## src/rtl/scroll_pkg.sv

```systemverilog
package scroll_pkg;

    localparam int ADDR_W = 15;
    localparam int COL_W  = 5;
    localparam int ROW_W  = 5;
    localparam int FINE_W = 3;

    // Tile row after which the vertical page flips.
    localparam logic [ROW_W-1:0]  ROW_LAST = ROW_W'(29);
    localparam logic [FINE_W-1:0] FINE_MAX = '1;

    // Field layout of the working and staging words (MSB first).
    typedef struct packed {
        logic [FINE_W-1:0] fine_y;
        logic              page_y;
        logic              page_x;
        logic [ROW_W-1:0]  coarse_y;
        logic [COL_W-1:0]  coarse_x;
    } vaddr_t;

    // One-cycle update requests decoded from the raster position.
    typedef struct packed {
        logic step_x;
        logic step_y;
        logic load_x;
        logic load_y;
    } strobe_t;

    function automatic vaddr_t step_column(input vaddr_t a);
        vaddr_t r;
        r = a;
        r.coarse_x = a.coarse_x + 1'b1;
        if (a.coarse_x == '1) begin
            r.page_x = ~a.page_x;
        end
        return r;
    endfunction

    function automatic vaddr_t step_row(input vaddr_t a);
        vaddr_t r;
        r = a;
        if (a.fine_y != FINE_MAX) begin
            r.fine_y = a.fine_y + 1'b1;
        end else begin
            r.fine_y = '0;
            if (a.coarse_y == ROW_LAST) begin
                r.coarse_y = '0;
                r.page_y   = ~a.page_y;
            end else begin
                // Rows past the last one roll over naturally with no page flip.
                r.coarse_y = a.coarse_y + 1'b1;
            end
        end
        return r;
    endfunction

    function automatic vaddr_t take_horizontal(input vaddr_t a, input vaddr_t src);
        vaddr_t r;
        r = a;
        r.coarse_x = src.coarse_x;
        r.page_x   = src.page_x;
        return r;
    endfunction

    function automatic vaddr_t take_vertical(input vaddr_t a, input vaddr_t src);
        vaddr_t r;
        r = a;
        r.fine_y   = src.fine_y;
        r.page_y   = src.page_y;
        r.coarse_y = src.coarse_y;
        return r;
    endfunction

endpackage

```

## src/rtl/scroll_event_decode.sv

```systemverilog
module scroll_event_decode
    import scroll_pkg::*;
#(
    parameter int LINE_W         = 9,
    parameter int DOT_W          = 9,
    parameter int VISIBLE_LINES  = 240,
    parameter int PRE_LINE       = 261,
    parameter int TILE_PIXELS    = 8,
    parameter int FETCH_FIRST    = 8,
    parameter int FETCH_LAST     = 256,
    parameter int PREFETCH_FIRST = 328,
    parameter int PREFETCH_LAST  = 336,
    parameter int ROW_STEP_DOT   = 256,
    parameter int COL_LOAD_DOT   = 257,
    parameter int ROW_LOAD_FIRST = 280,
    parameter int ROW_LOAD_LAST  = 304
) (
    input  logic              render_en,
    input  logic [LINE_W-1:0] scanline,
    input  logic [DOT_W-1:0]  dot,
    output strobe_t           strobe
);

    localparam int TILE_BITS = $clog2(TILE_PIXELS);
    localparam int NUM_WIN   = 2;

    localparam logic [LINE_W-1:0] VIS_END   = LINE_W'(VISIBLE_LINES);
    localparam logic [LINE_W-1:0] PRE_IDX   = LINE_W'(PRE_LINE);
    localparam logic [DOT_W-1:0]  Y_DOT     = DOT_W'(ROW_STEP_DOT);
    localparam logic [DOT_W-1:0]  X_LD_DOT  = DOT_W'(COL_LOAD_DOT);
    localparam logic [DOT_W-1:0]  Y_LD_LO   = DOT_W'(ROW_LOAD_FIRST);
    localparam logic [DOT_W-1:0]  Y_LD_HI   = DOT_W'(ROW_LOAD_LAST);

    logic render_line;
    logic pre_line;
    logic tile_edge;
    logic [NUM_WIN-1:0] in_win;

    assign pre_line    = (scanline == PRE_IDX);
    assign render_line = (scanline < VIS_END) || pre_line;
    assign tile_edge   = (dot[TILE_BITS-1:0] == '0);

    // One comparator pair per fetch window.
    for (genvar w = 0; w < NUM_WIN; w++) begin : g_win
        localparam logic [DOT_W-1:0] LO = DOT_W'((w == 0) ? FETCH_FIRST : PREFETCH_FIRST);
        localparam logic [DOT_W-1:0] HI = DOT_W'((w == 0) ? FETCH_LAST  : PREFETCH_LAST);
        assign in_win[w] = (dot >= LO) && (dot <= HI);
    end

    logic active;
    assign active = render_en && render_line;

    always_comb begin
        strobe        = '0;
        strobe.step_x = active && tile_edge && (|in_win);
        strobe.step_y = active && (dot == Y_DOT);
        strobe.load_x = active && (dot == X_LD_DOT);
        strobe.load_y = render_en && pre_line && (dot >= Y_LD_LO) && (dot <= Y_LD_HI);
    end

endmodule

```

## src/rtl/scroll_temp_reg.sv

```systemverilog
module scroll_temp_reg
    import scroll_pkg::*;
(
    input  logic              clk,
    input  logic              rst,
    input  logic              wr_en,
    input  logic [ADDR_W-1:0] wr_data,
    output vaddr_t            t_q
);

    always_ff @(posedge clk) begin
        if (rst) begin
            t_q <= '0;
        end else if (wr_en) begin
            t_q <= vaddr_t'(wr_data);
        end
    end

endmodule

```

## src/rtl/scroll_vaddr_next.sv

```systemverilog
module scroll_vaddr_next
    import scroll_pkg::*;
(
    input  vaddr_t  v_q,
    input  vaddr_t  t_q,
    input  strobe_t strobe,
    output vaddr_t  v_d
);

    vaddr_t col_part;
    vaddr_t row_part;

    // The horizontal and vertical updates touch disjoint bits, so they are
    // worked out side by side and merged at the end.
    always_comb begin
        col_part = v_q;
        if (strobe.load_x) begin
            col_part = take_horizontal(v_q, t_q);
        end else if (strobe.step_x) begin
            col_part = step_column(v_q);
        end

        row_part = v_q;
        if (strobe.load_y) begin
            row_part = take_vertical(v_q, t_q);
        end else if (strobe.step_y) begin
            row_part = step_row(v_q);
        end

        v_d = take_vertical(col_part, row_part);
    end

endmodule

```

## src/rtl/scroll_addr_unit.sv

```systemverilog
module scroll_addr_unit
    import scroll_pkg::*;
#(
    parameter int LINE_W         = 9,
    parameter int DOT_W          = 9,
    parameter int VISIBLE_LINES  = 240,
    parameter int PRE_LINE       = 261,
    parameter int TILE_PIXELS    = 8,
    parameter int FETCH_FIRST    = 8,
    parameter int FETCH_LAST     = 256,
    parameter int PREFETCH_FIRST = 328,
    parameter int PREFETCH_LAST  = 336,
    parameter int ROW_STEP_DOT   = 256,
    parameter int COL_LOAD_DOT   = 257,
    parameter int ROW_LOAD_FIRST = 280,
    parameter int ROW_LOAD_LAST  = 304
) (
    input  logic              clk,
    input  logic              rst,
    input  logic              render_en,
    input  logic [LINE_W-1:0] scanline,
    input  logic [DOT_W-1:0]  dot,
    input  logic              t_wr_en,
    input  logic [ADDR_W-1:0] t_wr_data,
    output logic [ADDR_W-1:0] v_addr
);

    strobe_t strobe;
    vaddr_t  t_q;
    vaddr_t  v_q;
    vaddr_t  v_d;

    scroll_event_decode #(
        .LINE_W        (LINE_W),
        .DOT_W         (DOT_W),
        .VISIBLE_LINES (VISIBLE_LINES),
        .PRE_LINE      (PRE_LINE),
        .TILE_PIXELS   (TILE_PIXELS),
        .FETCH_FIRST   (FETCH_FIRST),
        .FETCH_LAST    (FETCH_LAST),
        .PREFETCH_FIRST(PREFETCH_FIRST),
        .PREFETCH_LAST (PREFETCH_LAST),
        .ROW_STEP_DOT  (ROW_STEP_DOT),
        .COL_LOAD_DOT  (COL_LOAD_DOT),
        .ROW_LOAD_FIRST(ROW_LOAD_FIRST),
        .ROW_LOAD_LAST (ROW_LOAD_LAST)
    ) decode_i (
        .render_en(render_en),
        .scanline (scanline),
        .dot      (dot),
        .strobe   (strobe)
    );

    scroll_temp_reg temp_i (
        .clk    (clk),
        .rst    (rst),
        .wr_en  (t_wr_en),
        .wr_data(t_wr_data),
        .t_q    (t_q)
    );

    scroll_vaddr_next next_i (
        .v_q   (v_q),
        .t_q   (t_q),
        .strobe(strobe),
        .v_d   (v_d)
    );

    always_ff @(posedge clk) begin
        if (rst) begin
            v_q <= '0;
        end else begin
            v_q <= v_d;
        end
    end

    assign v_addr = v_q;

endmodule

```

## config.mk

```make
export PLATFORM = sky130hd
export DESIGN_NAME = scroll_addr_unit
export DESIGN_NICKNAME = d
export VERILOG_FILES = /design/src/rtl/scroll_pkg.sv /design/src/rtl/scroll_event_decode.sv /design/src/rtl/scroll_temp_reg.sv /design/src/rtl/scroll_vaddr_next.sv /design/src/rtl/scroll_addr_unit.sv
export SDC_FILE = /design/constraint.sdc
export NUM_CORES = 1
export LEC_CHECK = 0
export ABC_AREA = 1
export BUFFER_PORTS_ARGS = -buffer_cell sky130_fd_sc_hd__buf_2
export CORE_MARGIN = 1.5
export CORE_UTILIZATION = 40
export DETAILED_ROUTE_END_ITERATION = 10
export PLACE_DENSITY = 0.74
export SKIP_CTS_REPAIR_TIMING = 1
export SYNTH_ARGS = -nofsm -noshare
export SYNTH_HDL_FRONTEND = slang
export SYNTH_HIERARCHICAL = 1
export SYNTH_SLANG_ARGS = --single-unit
export TNS_END_PERCENT = 10
```

## constraint.sdc

```tcl
create_clock -name clk -period 2.4 [get_ports clk]
set_input_delay 0.36 -clock clk [delete_from_list [all_inputs] [get_ports clk]]
set_output_delay 0.36 -clock clk [all_outputs]
set_load 0.01 [all_outputs]
```

Word-level counts from Yosys, hierarchy flattened --
Index checks and enable logic that the tools add are counted.
Word-level totals: register bits after elaboration 30, bits of input ports 37, output and inout port bits 15, logic and storage cells 59
Cells by class: add/subtract/negate cells 3, $lt $le $gt $ge 7, equality and inequality tests 7, mux-type cells 10, bitwise gates (word level) 2, reduce and logical (&&, ||, !) cells 20
Operator list (number):
- $mux W15 | 2
- $eq A9 B9 Y1 const B | 3
- $le A9 B9 Y1 const B | 3
- $mux W11 | 2
- $ge A9 B9 Y1 const B | 2
- $add A5 B1 Y5 const B | 2
- $eq A5 B5 Y1 const B | 2
- $logic_and A1 B1 Y1 | 10
- $mux W5 | 2
- $ge A9 B4 Y1 const B | 1
- $lt A9 B8 Y1 const B | 1
- $reduce_bool A2 Y1 | 4
- $reduce_and A2 Y1 | 2
- $add A3 B1 Y3 const B | 1
- $logic_not A3 Y1 | 1
- $mux W1 | 3
- $mux W3 | 1
- $ne A3 B3 Y1 const B | 1
- $reduce_and A3 Y1 | 1
- $ne A2 B2 Y1 const B | 1
- $not A1 Y1 | 2
- $reduce_or A2 Y1 | 1
- $logic_or A1 B1 Y1 | 1

Logic depth before layout (Yosys ltp) --
Gate-level depths: netlist (run 1).
word-level depth 7, mapped depth 16, gate-level depth less buffers 16

Hierarchy --
Netlist (run 1), hierarchy kept.
Modules (own cells, without submodules):
- scroll_temp_reg | times used 1, cells each 95, area each 634.4 µm², sequential area each 300.3 µm²
- scroll_vaddr_next | times used 1, cells each 108, area each 545.5 µm², sequential area each 0.0 µm²
- scroll_addr_unit | times used 1, cells each 46, area each 424.2 µm², sequential area each 300.3 µm²
- scroll_event_decode | times used 1, cells each 58, area each 269.0 µm², sequential area each 0.0 µm²

Worst setup path before layout (run 1) --
No wires, ideal clock.
path kind input-to-reg, from input port dot[8], to register v_addr[8] (netlist name), setup time 0.112 ns, arrival time 1.684 ns, path slack 0.604 ns, stages on the path 13, path buffers 0, cells stage by stage inv_2 -> nor2_4 -> or3b_1 -> nor2_1 -> nand2_4 -> inv_2 -> nand2_4 -> nand2_4 -> inv_2 -> nand2_1 -> nand2_1 -> inv_1 -> nor2_1
RTL lines:
- start: declaration | line scroll_addr_unit.sv:22 | input logic [DOT_W-1:0] dot,

==> flow_summary_export.csv, run 1 <==
group,metric,value,unit
status,status,"finished with violations",
status,violations,"DRC",
clocking,root_buffer,"clkbuf_8",
grt,grt_pass1_wl,6.637,mm
finish,utilization,50.00,%
flow_run,maxCapViolCount,0,
grt,grtUsageMet3,3.938,%
sta,hold_viol,0,
clocking,clk_path_buf_depth,2,
logic_synthesis,synth_xor_area_share,0.9352,%
clocking,tritoncts,"yes",
grt,grt_overflow,0,
logic_synthesis,synth_cell_types,28,
route,num_vias,1846,
route,remaining_drc_errors,3,
finish,area_growth,18.64,%
finish,nNetsFinal,403,
sta,finalCritPeriodShare,73.88,%
grt,grt_start_max_net_pins,31,
grt,track_usage,16.28,%
logic_synthesis,synth_top_family_by_area,"simple AND/OR/NAND/NOR gates",
logic_synthesis,synthTopCellsByCount,"nand2_1, nor2_1, inv_1, dfxtp_1, nand3_1",
pwr,p_leak,1.215,nW
logic_synthesis,synth_warnings,6,
logic_synthesis,synth_simple_gate_area_share,41.22,%
sta,worst_pin_slew,0.5102,ns
placement,gp_congestion,0.9380,
critical_path,crit_fanout,7,
critical_path,critPathCaptureType,"flip-flop",
critical_path,reg2reg_from,"v_addr[12]",
sta,period_minus_slack,1.773,ns
route,postRouteAntennaNets,0,
grt,gr-usage-met1,19.86,%
critical_path,slowest_delay,0.41,ns
floorplan,die-height,71.43,µm
critical_path,crit_type,"input port to flip-flop",
placement,dpl-instance-area,2146,µm²
critical_path,critical_path.cell_chain,"buf_2 > inv_1 > nand2_1 > nor2_1 > nand3_1 > nand2_1 > nand2_1 > a21oi_1 > nand2_1 > clkinv_1 > nand4_1 > nand3_1 > nand2_1 > inv_1 > nor2_1",
sta,finalSetupViolations,0,
min_path,hp-class,"input port to flip-flop",
grt,grt_busiest_layer,"met2",
critical_path,cp-start-kind,"input port",
route,drt_wl_total,3.910,mm
floorplan,die_w,71.43,µm
route,wire_per_inst,9.490,µm
sta,fin_tns_setup,0,ns
clocking,cts_buffers,5,
logic_synthesis,synth.most_common_cell,"nand2_1",
route,drtPass1Iterations,7,
logic_synthesis,synth_compound_area_share,6.413,%
finish,drive_gt1_share,21.11,%
logic_synthesis,synth-adder-area-share,4.008,%
logic_synthesis,synth.top_cell.area_share,32.06,%
critical_path,worstPathArrival,1.94,ns
route,drt_iter0_drc,67,
logic_synthesis,async_reset_ff_share,0,%
clocking,cts.clk_slew.worst_paths,0.06,ns
floorplan,floorplan.initialDensity,42.15,%
logic_synthesis,ys.flop_type,"dfxtp_1",
logic_synthesis,yosysSeqAreaShare,32.06,%
pwr,peakVddDrop,0.3109,mV
critical_path,ff2ff_setup_slack,0.94,ns
critical_path,crit_required,2.57,ns
sta,slew_violations,0,
critical_path,setup.worst_path.start,"dot[5]",
critical_path,crit_path_frequent_cell,"nand2_1",
floorplan,coreArea,4444,µm²
sta,relSlewSlack,65.99,%
grt,grtUsageMet2,27.00,%
logic_synthesis,synth_edf_count,0,
clocking,clkLatencyLatePin,0.28,ns
route,drt-vias-per-instance,4.481,
logic_synthesis,syn_nets,350,
clocking,h-tree-depth,2,
logic_synthesis,syn_inst,307,
grt,grt_pass1_vias,1657,
floorplan,ios,52,
logic_synthesis,yosys.area.top_type,"dfxtp_1",
critical_path,crit_end,"v_addr[3]",
sta,rsz0062_at_grt,"false",
pwr,power.density,453.0,nW/µm²
sta,clock-skew-final,0.005316,ns
clocking,clock-sinks,30,
placement,place_hpwl,3.053,mm
grt,antenna_found_initial,0,
floorplan,num_rows,24,
logic_synthesis,ys_seq_elements,30,
logic_synthesis,synth_mux_area_share,0,%
logic_synthesis,synth_area_leaders,"dfxtp_1, nand2_1, nor2_1, inv_1, ha_1",
logic_synthesis,netlist_area,1873,µm²
placement,portBuffers,51,
finish,n_antenna_cell,0,
critical_path,r2r_end,"v_addr[9]",
critical_path,cp_slowest_cell,"a21oi_1",
logic_synthesis,syn_avg_cell_area,6.101,µm²
min_path,whs_path_depth,5,
pwr,p_total,1.007,mW
sta,clock.fmax,564.0,MHz
floorplan,dieArea,5102,µm²
critical_path,worst-r2r-cell-count,10,
finish,final_area,2222,µm²
-- placed cells by master, fill, tap and decap left out, drive strengths merged --
master  synthesis  routed
or3b            1       1
and3            1       1
nor2           64      64
nand3b          2       2
clkbuf          0       7
o211ai          1       1
buf             7      53
a21oi          11      11
nor3            4       4
nand3          14      14
o31ai           1       1
o21ai           7       7
ha              6       6
nand4           2       2
xor2            2       2
dfxtp          30      30
nor3b           1       1
inv            59      59
nand2          91      91
o21bai          2       2
clkinv          1       1
-- report_power, final --
part / switching, mW / internal [mW] / total [mW]
Sequential: 0.00948 / 0.516 / 0.526
Clock: 0.171 / 0.199 / 0.370
Combinational: 0.0637 / 0.0474 / 0.111
-- area by class of cell --
| class | instances | area (µm²) |
|---|---|---|
| clock buffers | 7 | 76.32 |
| fillers | 492 | 2222 |
| inverters | 60 | 225.2 |
| multi-input cells | 210 | 984.7 |
| flip-flops and latches | 30 | 600.6 |
| well taps | 52 | 65.06 |
| repair buffers | 53 | 270.3 |
-- kinds of logic (layout without fill, tap and decap cells) --
logic type                 count (synthesis)  in the layout
DFF                                       30             30
and+or+nand+nor                          180            180
buffers and inverters                     67            120
adders and majority gates                  6              6
xor gates and xnor gates                   2              2
AOI/OAI and AO/OA                         22             22
-- metal layers --
metal  vias up  routed length (µm)
li1       1023                   -
met5         -                   0
met2        39                1721
met1       779                1926
met4         0                  70
met3         5                 192
-- worst max-delay path: cells and delay by family --
| family | cells | cell delay, ns |
|---|---|---|
| and+or+nand+nor | 10 | 0.82 |
| buffers and inverters | 4 | 0.33 |
| AOI/OAI and AO/OA | 1 | 0.41 |
-- through the flow --
step           std cells  worst slack (ns)  hold slack [ns]
4_1_cts              412            0.6472           0.3627
3_3_place_gp         405            0.3689           0.4604
2_1_floorplan        307            0.6041           0.4312
6_report             412            0.6270           0.3697
5_1_grt              412            0.4039           0.3832
3_5_place_dp         405            0.3671           0.4627
-- state kept, by name, indices dropped and copies added (netlist names) --
register,count
temp_i/t_q,15
v_addr,15
-- how the worst min path moves through the flow --
stage | endpoint | from | slack, ns
3_5_place_dp | temp_i/t_q[2] | temp_i/t_q[2] | 0.46
4_1_cts | temp_i/t_q[10] | t_wr_data[10] | 0.36
2_1_floorplan | v_addr[11] | rst | 0.43
6_report | temp_i/t_q[10] | t_wr_data[10] | 0.37
3_3_place_gp | temp_i/t_q[5] | temp_i/t_q[5] | 0.46
5_1_grt | temp_i/t_q[14] | t_wr_data[14] | 0.38
(Power assumes the default switching activity.)
==> inputs of run 2 (changes only) <==
Settings changed: PLACE_DENSITY 0.74 to 0.76.
Clock period 2.4 ns to 1.5 ns, I/O delays scaled along.
==> run 2 against run 1 <==
  * The run still ends with DRC left
  * Core utilization rose by 5.3 points
  * Final cell count is 5.1% higher
  * First-iteration DRC count fell by 6.0%
  * Highest routed layer unchanged
==> flow_summary_export.csv, run 2 (synthesis results as in run 1) <==
group,metric,value,unit
route,drt_iter0_drc,63,
critical_path,crit_fanout,6,
pwr,p_leak,1.338,nW
pwr,internal-power,1.411,mW
critical_path,crit_type,"input port to flip-flop",
sta,worst_pin_slew,0.4899,ns
critical_path,crit_path_frequent_cell,"nand2_4",
grt,track_usage,17.19,%
route,drt-vias-per-instance,4.476,
pwr,swShare,23.76,%
critical_path,critPathCaptureType,"flip-flop",
critical_path,cp_num_buf_inv,5,
critical_path,critical_path.cell_chain,"buf_2 > inv_1 > nand2_2 > or3b_4 > nor2_4 > nand2_4 > inv_2 > nand2_4 > nand2_4 > inv_2 > nand2_1 > nand2_1 > inv_1 > nor2_1",
floorplan,coreArea,4444,µm²
grt,grtUsageMet2,28.35,%
placement,dp_cells,425,
clocking,h-tree-depth,2,
clocking,root_buffer,"clkbuf_8",
floorplan,die-height,71.43,µm
critical_path,reg2reg_from,"v_addr[12]",
grt,grt_start_max_net_pins,31,
route,wire_per_inst,9.630,µm
critical_path,cp_slowest_cell,"or3b_4",
clocking,tritoncts,"yes",
status,violations,"DRC",
pwr,seqPwrFrac,45.5,%
sta,hold_viol,0,
sta,relSlewSlack,67.34,%
min_path,worstHoldStart,"t_wr_data[3]",
route,postRouteAntennaNets,0,
finish,nNetsFinal,423,
route,remaining_drc_errors,3,
clocking,clock-sinks,30,
clocking,clkLatencyLatePin,0.28,ns
route,num_vias,1938,
finish,final_area,2459,µm²
sta,clock-skew-final,0.003905,ns
floorplan,ios,52,
sta,setup_slack,0.06926,ns
critical_path,worstPathArrival,1.60,ns
pwr,peakVddDrop,0.4934,mV
sta,hold_ws,0.2255,ns
grt,grtUsageMet3,4.219,%
clocking,cts_buffers,5,
finish,stdcell_count,433,
pwr,netSwitchingPower,439.6,µW
critical_path,slowest_delay,0.38,ns
sta,finalCritPeriodShare,95.38,%
floorplan,floorplan.initialDensity,42.15,%
grt,grt_pass1_vias,1746,
placement,place_hpwl,3.247,mm
floorplan,dieArea,5102,µm²
route,drt_wl_total,4.170,mm
pwr,comb_power_share,11.4,%
critical_path,crit_required,1.67,ns
grt,grt_overflow,0,
finish,n_antenna_cell,0,
sta,rsz0062_at_grt,"true",
critical_path,setup.worst_path.start,"dot[6]",
floorplan,die_w,71.43,µm
finish,layout_commonest_cell,"nand2_1",
grt,antenna_found_initial,0,
grt,grt_pass1_wl,7.093,mm
flow_run,maxCapViolCount,0,
grt,gr-usage-met1,21.50,%
placement,portBuffers,51,
min_path,hp-class,"input port to flip-flop",
sta,period_minus_slack,1.431,ns
floorplan,num_rows,24,
sta,finalSetupViolations,0,
pwr,power.density,752.7,nW/µm²
pwr,p_clk_share,43.1,%
route,drtPass1Iterations,7,
critical_path,crit_family,"simple AND/OR/NAND/NOR gates",
finish,layout_common_cells,"nand2_1, nor2_1, buf_2, inv_1, dfxtp_1",
sta,clock.fmax,698.9,MHz
placement,dpl-instance-area,2320,µm²
sta,slew_violations,0,
grt,grt_busiest_layer,"met2",
finish,area_growth,31.26,%
placement,pre_cts_ws,-0.2077,ns
status,status,"finished with violations",
clocking,clk_path_buf_depth,2,
clocking,cts.clk_slew.worst_paths,0.06,ns
critical_path,cp-start-kind,"input port",
placement,gp_congestion,0.8520,
finish,drive_gt1_share,28.61,%
## run 2: cell types whose count changed in the layout (fill, tap and decap cells not counted), moves of 2 or more
cell,before,now
nor2_1,58,56
clkinv_2,0,2
nand2_1,87,85
buf_4,2,21
nand2_2,1,3
clkbuf_1,2,0
## run 2: worst reg2reg max path: cells and delay by family (launching register included)
kind,cells,cell delay (ns)
flip-flops,1,0.37
AND/OR/NAND/NOR,6,0.36
adder cells (fa/ha/maj),2,0.40
buffers and inverters,3,0.16
## run 2: stage by stage
step	power (mW)	utilization [%]	setup TNS [ns]
5_1_grt	1.935	55.32	-0.1403
3_3_place_gp	1.058	52.20	-2.122
6_report	1.851	55.32	0
2_1_floorplan	0.9710	-	-0.00001321
3_5_place_dp	1.063	52.20	-2.231
4_1_cts	1.863	54.65	0
## run 2: power groups by stage
stage | clock (mW) | combinational, mW | sequential, mW
6_report | 0.798 | 0.210 | 0.842
5_1_grt | 0.849 | 0.242 | 0.844
4_1_cts | 0.815 | 0.206 | 0.842
3_5_place_dp | 0 | 0.204 | 0.859
3_3_place_gp | 0 | 0.201 | 0.858
2_1_floorplan | 0 | 0.117 | 0.854
## run 2: final timing paths
| kind | to | slack [ns] | depth (start not counted) |
|---|---|---|---|
| worst max-delay path | v_addr[6] | 0.07 | 14 |
| worst min-delay path | temp_i/t_q[3] | 0.23 | 5 |
| worst max register to register | v_addr[6] | 0.11 | 11 |
| worst min register to register | temp_i/t_q[7] | 0.47 | 2 |
## run 2: cell type report
type                    count  area, µm²
fillers                   470       1986
well taps                  52      65.06
clock inverters             3      40.04
multi-input cells         210       1026
clock buffers               5      68.82
flip-flops and latches     30      600.6
inverters                  60      225.2
repair buffers             73      432.9
## run 2: layer usage
| layer | share of wire (%) | wire length [µm] |
|---|---|---|
| met1 | 50 | 2065 |
| met5 | 0 | 0 |
| met2 | 45 | 1878 |
| met3 | 3.7 | 153 |
| met4 | 1.8 | 73 |
==> inputs of run 3 (changes only) <==
Settings changed: RECOVER_POWER from default to 50.
==> run 3 against run 2 <==
  * The run still ends with DRC left
  * Combinational power barely moved
  * Power barely moved
  * Hold slack barely moved
  * Fmax barely moved
  * Sequential power barely moved
  * Core utilization fell by 0.17 points
  * Final cell count did not move
  * Clock skew rose by 0.00062 ns
  * Die area did not move
  * Clock-buffer cell count did not move
  * Register-to-register slack barely moved
  * Largest power group unchanged
==> flow_summary_export.csv, run 3 (synthesis results as in run 1) <==
group,metric,value,unit
status,status,"finished with violations",
status,violations,"DRC",
route,postRouteAntennaNets,0,
flow_run,maxCapViolCount,0,
clocking,clk_path_buf_depth,2,
grt,grt_start_max_net_pins,31,
pwr,p_leak,1.313,nW
route,num_vias,1939,
critical_path,crit_type,"input port to flip-flop",
grt,grt_pass1_wl,7.093,mm
pwr,peakVddDrop,0.4939,mV
sta,slew_violations,0,
sta,rsz0062_at_grt,"true",
floorplan,coreArea,4444,µm²
finish,drive_gt1_share,27.03,%
critical_path,critPathCaptureType,"flip-flop",
finish,area_growth,30.86,%
min_path,hp-class,"input port to flip-flop",
grt,track_usage,17.19,%
floorplan,floorplan.initialDensity,42.15,%
critical_path,critical_path.cell_chain,"buf_2 > inv_1 > nand2_2 > or3b_4 > nor2_4 > nand2_4 > inv_2 > nand2_4 > nand2_4 > inv_2 > nand2_1 > nand2_1 > inv_1 > nor2_1",
sta,worst_pin_slew,1.170,ns
grt,grt_pass1_vias,1746,
route,remaining_drc_errors,3,
critical_path,crit_family,"simple AND/OR/NAND/NOR gates",
critical_path,crit_required,1.67,ns
route,wire_per_inst,9.651,µm
finish,layout_commonest_cell,"nand2_1",
clocking,cts_buffers,5,
sta,period_minus_slack,1.430,ns
clocking,root_buffer,"clkbuf_8",
critical_path,crit_fanout,6,
route,drt_iter0_drc,54,
route,drtPass1Iterations,9,
route,drt-vias-per-instance,4.478,
critical_path,worstPathArrival,1.60,ns
finish,layout_common_cells,"nand2_1, nor2_1, inv_1, buf_2, dfxtp_1",
clocking,h-tree-depth,2,
critical_path,reg2reg_from,"v_addr[12]",
clocking,tritoncts,"yes",
route,drt_wl_total,4.179,mm
finish,n_antenna_cell,0,
placement,place_hpwl,3.247,mm
sta,setup_slack,0.07016,ns
critical_path,cp_slowest_cell,"or3b_4",
placement,dpl-instance-area,2320,µm²
sta,hold_viol,0,
grt,grt_overflow,0,
min_path,hold_path_end,"temp_i/t_q[3]",
floorplan,ios,52,
critical_path,cp_num_buf_inv,5,
sta,relSlewSlack,21.97,%
critical_path,crit_path_frequent_cell,"nand2_4",
floorplan,num_rows,24,
grt,antenna_found_initial,0,
critical_path,worst-r2r-cell-count,11,
clocking,clkLatencyLatePin,0.28,ns
sta,clock.fmax,699.4,MHz
floorplan,dieArea,5102,µm²
placement,pre_cts_ws,-0.2077,ns
finish,nNetsFinal,423,
min_path,worstHoldStart,"t_wr_data[3]",
critical_path,ff2ff_setup_slack,0.11,ns
sta,finalCritPeriodShare,95.32,%
min_path,whs_path_depth,5,
finish,final_area,2451,µm²
sta,clock-skew-final,0.004528,ns
clocking,cts.clk_slew.worst_paths,0.06,ns
floorplan,die-height,71.43,µm
placement,portBuffers,51,
pwr,power.density,755.3,nW/µm²
critical_path,slowest_delay,0.38,ns
placement,gp_congestion,0.8520,
critical_path,cp-start-kind,"input port",
sta,finalSetupViolations,0,
clocking,clock-sinks,30,
critical_path,r2r_end,"v_addr[6]",
floorplan,die_w,71.43,µm
## run 3: cell count changes in the layout (fill, tap and decap cells not counted)
cell / delta
clkbuf_1: +6
buf_2: -6
## run 3: report_power, final
group	internal, mW	switching [mW]
clock network	0.488	0.311
logic	0.0977	0.113
registers	0.825	0.0167
## run 3: layer usage
layer | GRT usage (%) | part of all wire, %
met1 | 21.50 | 50
met2 | 28.35 | 45
met3 | 4.219 | 3.6
met4 | 7.051 | 1.7
met5 | 0 | 0
## run 3: metrics by stage
step	std cells	total power [mW]	TNS (ns)	hold slack (ns)	utilization (%)
5_1_grt	433	1.936	-0.1403	0.2399	55.15
4_1_cts	433	1.863	0	0.2189	54.65
3_5_place_dp	425	1.063	-2.231	0.4668	52.20
3_3_place_gp	425	1.058	-2.122	0.4605	52.20
2_1_floorplan	307	0.9710	-0.00001321	0.2962	-
6_report	433	1.851	0	0.2252	55.15
## run 3: cell type report
type | count | area [µm²]
repair buffers | 73 | 425.4
inverters | 60 | 225.2
fillers | 469 | 1993
clock buffers | 5 | 68.82
clock inverters | 3 | 40.04
flip-flops and latches | 30 | 600.6
well taps | 52 | 65.06
multi-input cells | 210 | 1026
## run 3: worst reg2reg max path: cells and delay by family, from the launching register on
family	cells	cell delay, ns
buf+inv	3	0.16
simple gates	6	0.36
fa+ha+maj	2	0.40
flops	1	0.37
## run 3: how the worst max path moves through the flow
stage / start / end / slack (ns) / depth (start not counted)
3_5_place_dp: dot[5] / v_addr[9] / -0.21 / 14
5_1_grt: dot[6] / v_addr[9] / -0.05 / 14
6_report: dot[6] / v_addr[6] / 0.07 / 14
4_1_cts: v_addr[12] / v_addr[6] / 0.07 / 11
2_1_floorplan: dot[8] / v_addr[8] / -0.00001 / 13
3_3_place_gp: scanline[7] / v_addr[8] / -0.20 / 13
